[config.mk]
export PLATFORM = sky130hd
export DESIGN_NAME = aot_pwm_seq
export DESIGN_NICKNAME = d
export VERILOG_FILES = /design/src/rtl/aot_pkg.sv /design/src/rtl/aot_ton_est.sv /design/src/rtl/aot_phase_fsm.sv /design/src/rtl/aot_pwm_seq.sv
export SDC_FILE = /design/constraint.sdc
export NUM_CORES = 1
export LEC_CHECK = 0
export ABC_CLOCK_PERIOD_IN_PS = 39900
export CAP_MARGIN = 20
export CORE_ASPECT_RATIO = 0.8
export CORE_UTILIZATION = 60
export DETAILED_ROUTE_END_ITERATION = 6
export DONT_BUFFER_PORTS = 1
export PLACE_DENSITY = 0.79
export SYNTH_ARGS = -nofsm -noshare
export SYNTH_HDL_FRONTEND = slang
export SYNTH_SLANG_ARGS = --single-unit
[constraint.sdc]
create_clock -name clk -period 39.9 [get_ports clk]
set_clock_uncertainty 0.1 [all_clocks]
set_input_delay 3.99 -clock clk [delete_from_list [all_inputs] [get_ports clk]]
set_output_delay 3.99 -clock clk [all_outputs]
set_load 0.05 [all_outputs]
[src/rtl/aot_pkg.sv]
package aot_pkg;
    typedef enum logic [2:0] {
        S_IDLE   = 3'd0,
        S_GAP_LS = 3'd1,
        S_LS_ON  = 3'd2,
        S_GAP_HS = 3'd3,
        S_HS_ON  = 3'd4
    } phase_t;
endpackage

[src/rtl/aot_ton_est.sv]
module aot_ton_est #(
    parameter int PERIOD_CYC     = 333,
    parameter int VCODE_W        = 8,
    parameter int VIN_CLAMP_CODE = 120,
    parameter int CNT_W          = 9
) (
    input  logic               clk,
    input  logic               rst_n,
    input  logic [VCODE_W-1:0] vin_code,
    input  logic [VCODE_W-1:0] vout_code,
    output logic [CNT_W-1:0]   ton_est_q
);
    localparam int PROD_W = VCODE_W + CNT_W;

    logic [VCODE_W-1:0] vin_eff;
    logic [PROD_W-1:0]  product;
    logic [PROD_W-1:0]  quotient;
    logic [CNT_W-1:0]   ton_d;

    always_comb begin
        // saturate the input code before it enters the divide
        if (vin_code > VCODE_W'(VIN_CLAMP_CODE)) begin
            vin_eff = VCODE_W'(VIN_CLAMP_CODE);
        end else if (vin_code == '0) begin
            vin_eff = VCODE_W'(1);
        end else begin
            vin_eff = vin_code;
        end
        product  = PROD_W'(PERIOD_CYC) * PROD_W'(vout_code);
        quotient = product / PROD_W'(vin_eff);
        if (quotient == '0) begin
            ton_d = CNT_W'(1);
        end else if (quotient > PROD_W'(PERIOD_CYC)) begin
            ton_d = CNT_W'(PERIOD_CYC);
        end else begin
            ton_d = quotient[CNT_W-1:0];
        end
    end

    always_ff @(posedge clk) begin
        if (!rst_n) begin
            ton_est_q <= CNT_W'(1);
        end else begin
            ton_est_q <= ton_d;
        end
    end
endmodule

[src/rtl/aot_phase_fsm.sv]
module aot_phase_fsm
    import aot_pkg::*;
#(
    parameter int MIN_OFF_CYC = 36,
    parameter int DEAD_CYC    = 3,
    parameter int CNT_W       = 9
) (
    input  logic             clk,
    input  logic             rst_n,
    input  logic             run_en,
    input  logic             fb_low,
    input  logic [CNT_W-1:0] ton_est,
    output logic             hs_en,
    output logic             ls_en
);
    localparam int LS_MIN  = MIN_OFF_CYC - 2 * DEAD_CYC;
    localparam int CNT_MAX = (1 << CNT_W) - 1;

    phase_t           state_q, state_d;
    logic [CNT_W-1:0] cnt_q;
    logic [CNT_W-1:0] ton_q;

    always_comb begin
        state_d = state_q;
        unique case (state_q)
            S_IDLE:   state_d = S_GAP_LS;
            S_GAP_LS: if (cnt_q == CNT_W'(DEAD_CYC - 1)) state_d = S_LS_ON;
            S_LS_ON:  if (fb_low && cnt_q >= CNT_W'(LS_MIN - 1)) state_d = S_GAP_HS;
            S_GAP_HS: if (cnt_q == CNT_W'(DEAD_CYC - 1)) state_d = S_HS_ON;
            S_HS_ON:  if (cnt_q == ton_q - CNT_W'(1)) state_d = S_GAP_LS;
        endcase
        if (!run_en) begin
            state_d = S_IDLE;
        end
    end

    always_ff @(posedge clk) begin
        if (!rst_n) begin
            state_q <= S_IDLE;
            cnt_q   <= '0;
            ton_q   <= CNT_W'(1);
        end else begin
            state_q <= state_d;
            if (state_d != state_q) begin
                cnt_q <= '0;
            end else if (cnt_q != CNT_W'(CNT_MAX)) begin
                cnt_q <= cnt_q + CNT_W'(1);
            end
            // the width is fixed at the fire transition
            if (state_q == S_GAP_HS && state_d == S_HS_ON) begin
                ton_q <= ton_est;
            end
        end
    end

    always_comb begin
        hs_en = 1'b0;
        ls_en = 1'b0;
        unique case (state_q)
            S_HS_ON: hs_en = 1'b1;
            S_LS_ON: ls_en = 1'b1;
            S_IDLE, S_GAP_LS, S_GAP_HS: ;
        endcase
    end
endmodule

[src/rtl/aot_pwm_seq.sv]
module aot_pwm_seq #(
    parameter int PERIOD_CYC     = 333,
    parameter int MIN_OFF_CYC    = 36,
    parameter int DEAD_CYC       = 3,
    parameter int VCODE_W        = 8,
    parameter int VIN_CLAMP_CODE = 120
) (
    input  logic               clk,
    input  logic               rst_n,
    input  logic               run_en,
    input  logic               fb_low,
    input  logic [VCODE_W-1:0] vin_code,
    input  logic [VCODE_W-1:0] vout_code,
    output logic               hs_en,
    output logic               ls_en
);
    localparam int LIMIT = (PERIOD_CYC > MIN_OFF_CYC) ? PERIOD_CYC : MIN_OFF_CYC;
    localparam int CNT_W = $clog2(LIMIT + 1);

    logic [CNT_W-1:0] ton_est;

    aot_ton_est #(
        .PERIOD_CYC    (PERIOD_CYC),
        .VCODE_W       (VCODE_W),
        .VIN_CLAMP_CODE(VIN_CLAMP_CODE),
        .CNT_W         (CNT_W)
    ) i_ton_est (
        .clk      (clk),
        .rst_n    (rst_n),
        .vin_code (vin_code),
        .vout_code(vout_code),
        .ton_est_q(ton_est)
    );

    aot_phase_fsm #(
        .MIN_OFF_CYC(MIN_OFF_CYC),
        .DEAD_CYC   (DEAD_CYC),
        .CNT_W      (CNT_W)
    ) i_phase_fsm (
        .clk    (clk),
        .rst_n  (rst_n),
        .run_en (run_en),
        .fb_low (fb_low),
        .ton_est(ton_est),
        .hs_en  (hs_en),
        .ls_en  (ls_en)
    );
endmodule

* Word level (Yosys, flattened, before mapping)
Index checks and enable logic that the tools add are counted.
Storage, ports and cells: flip-flop bits (word level) 30
Cells by class: reduce and logical (&&, ||, !) cells 8, bitwise logic cells 1, $add $sub $neg 2, div/mod/pow operators 1, magnitude comparators 3, muxes and demuxes 11, equality and inequality tests 9, multiply operators 1
Operator list (count):
- $div 17x8->17 | 1
- $gt 17x9->1 const B | 1
- $logic_not 17->1 | 1
- $mul 9x8->17 const A | 1
- $mux 8 | 2
- $mux 3 | 5
- $pmux 3 s5 | 1
- $add 9x1->9 const B | 1
- $eq 9x2->1 const B | 1
- $eq 9x9->1 | 1
- $ge 9x5->1 const B | 1
- $mux 9 | 1
- $ne 9x9->1 const B | 1
- $sub 9x1->9 const B | 1
- $gt 8x7->1 const B | 1
- $logic_not 8->1 | 1
- $eq 3x2->1 const B | 2
- $eq 3x3->1 const B | 2
- $reduce_or 2->1 | 2
- $eq 3x1->1 const B | 1
- $logic_not 3->1 | 1
- $ne 3x3->1 | 1
- $reduce_or 3->1 | 1
- $logic_and 1x1->1 | 2
- 2 further kinds | 3

* Depth between registers and ports, before layout
depth in word-level cells 7, gate-level depth with buffers 197, gate-level depth less buffers 183

* By module
From an unflattened synthesis, not the netlist that was laid out.
Unflattened totals: cells, all modules 1270, area, all modules 9540.4 um2
Modules (own cells, without submodules):
- aot_ton_est | area each 8065.2 um2, times used 1, cells each 1090
- aot_phase_fsm | area each 1475.2 um2, times used 1, cells each 180

* Worst setup path before layout
OpenSTA, ideal clock, no wires.
path kind in2reg, from input vout_code[5], to register i_ton_est.ton_est_q[0], arrival 39133 ps, path slack 547 ps, library setup time 120 ps, data required time 39680 ps, stages 186, cells stage by stage ha_1 > inv_1 > fa_1 > inv_1 > fa_1 > inv_1 > fa_1 > inv_1 > ha_1 > clkbuf_1 > nand2_1 > or3_1 > a21oi_1 > nor3_1 > xnor2_1 > ha_1 > inv_1 > o22a_1 > (+150 left out) > nor2_1 > a21oi_1 > ha_1 > a21o_1 > a21oi_1 > nor2b_1 > o21ai_0 > nand2b_1 > a21oi_1 > nor2b_1 > o21ai_0 > nand2b_1 > nor4_1 > nand2_1 > nor3_1 > a21o_1 > nand3_1 > or2_1
Between the ends: longest elaborated chain between the ends 4, elaborated cells between the ends (all ways) 5, those cells by class mul: 1; div: 1; order compare: 1; reduce/logical: 2
Ends and longest elaborated chain:
- start, declared | line aot_pwm_seq.sv:13 | input logic [VCODE_W-1:0] vout_code,
- $mul 9x8->17 (*) | line aot_ton_est.sv:29 | product = PROD_W'(PERIOD_CYC) * PROD_W'(vout_code);
- $div 17x8->17 (*) | line aot_ton_est.sv:30 | quotient = product / PROD_W'(vin_eff);
- $gt 17x9->1 or $logic_not 17->1 (tied branches) | line aot_ton_est.sv:33, aot_ton_est.sv:31
- $reduce_or 3->1 (no line)
- end signal, assigned | line aot_ton_est.sv:44 | ton_est_q <= ton_d;
- end, declared | line aot_ton_est.sv:11 | output logic [CNT_W-1:0] ton_est_q
Mark *: on every way between the ends. The rest lies on a longest branch, timed or not. A chain may end at the register's enable or synchronous reset.

* Worst setup path after layout
Ends and elaborated chain as after synthesis.

==> flow_summary_export.csv <==
group,metric,value,unit
synth,yosys.area.top_type,"ha_1",
synth,seq_area_frac_synth,0.06709,
clock_network,clockRootBuffer,"clkbuf_16",
floorplanning,initial_utilization,0.6198,
worst_setup_path,cp_max_fo,11,
clock_network,clock_latency,270,ps
timing,fmax,25.88,MHz
synth,ys_types,93,
worst_setup_path,startpoint_type,"input pin",
synth,synth.cell_area,8952,sq um
floorplanning,dieWidth,138.6,microns
global_route,grt_pass1_vias,8450,
synth,ys_ff_latch,30,
clock_network,ctsHtreeMaxLevel,2,
clock_network,postCtsHoldBufs,0,
synth,synthFlopType,"dfxtp_1",
global_route,grt_pass1_wl,40710,microns
route,drt_iter0_drc,896,
timing,worstMarginPinSlew,1025,ps
clock_network,cts.path.max_buffers,2,
synth,syn_avg_cell_area,7.393,sq um
global_route,grtUsageTotal,0.3154,
timing,fin_crit,38640,ps
hold_path,hp-class,"register to register",
worst_setup_path,arrival,38700,ps
route,first_pass_iters,5,
clock_network,cts_sinks,30,
synth,yosys.area.top_type_share,0.2250,
route,viasPerCell,6.541,
synth,yosys_warnings,0,
clock_network,clkTransAtPathRegs,50,ps
route,via_count,9570,
layout,fillers,1083,
timing,setup_viol,0,
placement,portBuffers,0,
global_route,grt-ovfl-total,0,
run,drv_cap,0,
layout,nets,1469,
layout,area_delta_synth_final,15.96,%
synth,async_reset_ff_frac,0,
placement,place.gp.congestion,0.9117,
floorplanning,pin_count,22,
synth,netlist_top_cells_count,"161 x ha_1, 130 x nor2_1, 97 x nand2_1",
timing,slew_headroom,0.3144,
worst_setup_path,path_common_cell,"o21a_1",
worst_setup_path,cp-end-kind,"register",
worst_setup_path,ff2ff_setup_slack,36780,ps
layout,drive_gt1_frac,0.1831,
floorplanning,rows,39,
clock_network,cts_tree,"yes",
timing,finalHoldViolations,0,
route,drc_errors,0,
synth,synth_area_leaders,"ha_1 23%, dfxtp_1 6.7%, nor2_1 5.5%",
global_route,grt_antenna_before_repair,1,
worst_setup_path,path_class,"input pin to register",
placement,hpwl,18950,microns
route,finalWirelength,26050,microns
route,wl_per_cell,17.81,microns
floorplanning,die-height,111.3,microns
outcome,status,"finished clean",
timing,finalCritPeriodShare,0.9683,
synth,synthCells,1211,
floorplanning,coreArea,14440,sq um
synth,synth_most_common_cell,"ha_1",
layout,fin_util,0.7187,
floorplanning,dieArea,15420,sq um
synth,synth_edf_count,0,
worst_setup_path,required,39970,ps
worst_setup_path,slowest_stage,"fa_1",
worst_setup_path,slowest_delay,520,ps
timing,holdWs,351.9,ps
timing,report.final.slew_viol_count,0,
global_route,grt_max_degree,20,
route,ant_nets,0,
clock_network,numCtsBuffers,5,
==> layer usage <==
metal | up-vias | share of wire | GRT usage
li1 | 4672 | - | -
met1 | 4502 | 0.49 | 0.4748
met2 | 366 | 0.42 | 0.4816
met3 | 30 | 0.074 | 0.03672
met4 | 0 | 0.012 | 0.04944
met5 | - | 0 | 0
==> repair_timing <==
item / CTS / global route
buffers inserted: 5 / 41
pin swaps: 3 / 42
gates resized for setup: 14 / 92
setup endpoints to repair: 7 / 9
==> state kept, by name, indices dropped and copies added, names as in the netlist <==
signal               cells
i_phase_fsm.cnt_q        9
i_phase_fsm.state_q      3
i_phase_fsm.ton_q        9
i_ton_est.ton_est_q      9
==> cells in the final DEF, fill, tap and decap left out, drive strengths merged, types with 10 or more instances in the layout <==
master / n
fa: 11
nor2: 130
mux2: 19
conb: 10
nand3: 32
o21a: 63
nand2: 98
a21oi: 88
nand2b: 19
or2: 22
or3: 10
a21o: 29
o21ai: 60
nor4: 14
nor2b: 14
and3: 10
mux2i: 11
inv: 49
o31ai: 19
ha: 161
nor3: 68
buf: 83
a211oi: 10
xnor2: 43
dfxtp: 30
nand4: 17
o211ai: 14
xor2: 21
==> per-stage QoR <==
step | instance area [sq um] | TNS [ps] | cells | setup slack, ps
final | 10380 | 0 | 1463 | 1265
after global routing | 10380 | -3427 | 1462 | -560.9
after CTS | 9664 | 0 | 1421 | 62.03
after detailed placement | 9365 | -6892 | 1408 | -1039
after global placement | 9365 | -3053 | 1408 | -494.0
after floorplan | 8986 | 0 | 1220 | 547.3
==> worst max-delay path, delay by kind of cell <==
kind | cells | cell delay, ps
AO/OA/AOI/OAI | 80 | 14530
XOR/XNOR | 1 | 150
adder cells (fa/ha/maj) | 22 | 6880
buffers and inverters | 17 | 1960
multiplexers | 3 | 880
AND/OR/NAND/NOR | 58 | 10260
==> worst paths after layout <==
path	startpoint	end	depth (start not counted)
max	vout_code[5]	i_ton_est.ton_est_q[0]	181
min	i_ton_est.ton_est_q[3]	i_phase_fsm.ton_q[3]	2
max reg2reg	i_phase_fsm.ton_q[0]	i_phase_fsm.cnt_q[6]	13
min reg2reg	i_ton_est.ton_est_q[3]	i_phase_fsm.ton_q[3]	2
==> kinds of logic (layout without fill, tap and decap cells) <==
logic type	after synthesis	after routing	synth area share
buf+inv	82	140	0.03578
other cells	1	11	0.0004189
mux	30	30	0.03620
flops	30	30	0.06709
compound gates	371	371	0.2903
xor+xnor	64	64	0.06261
fa+ha+maj	172	172	0.2496
simple gates	461	461	0.2580
==> cell type report <==
type,count,area [sq um],share of cell area
Multi-Input combinational cell,1108,8527,0.8214
Timing Repair Buffer,83,638.1,0.06147
Sequential cell,30,600.6,0.05785
Tap cell,184,230.2,0.02218
Inverter,49,183.9,0.01772
Clock buffer,6,138.9,0.01338
Clock inverter,2,60.06,0.005785
Antenna cell,1,2.502,0.0002411
Power is left out: the tool's default activity adds up to more than one toggle a clock period on the data nets, which glitch-free logic cannot reach.
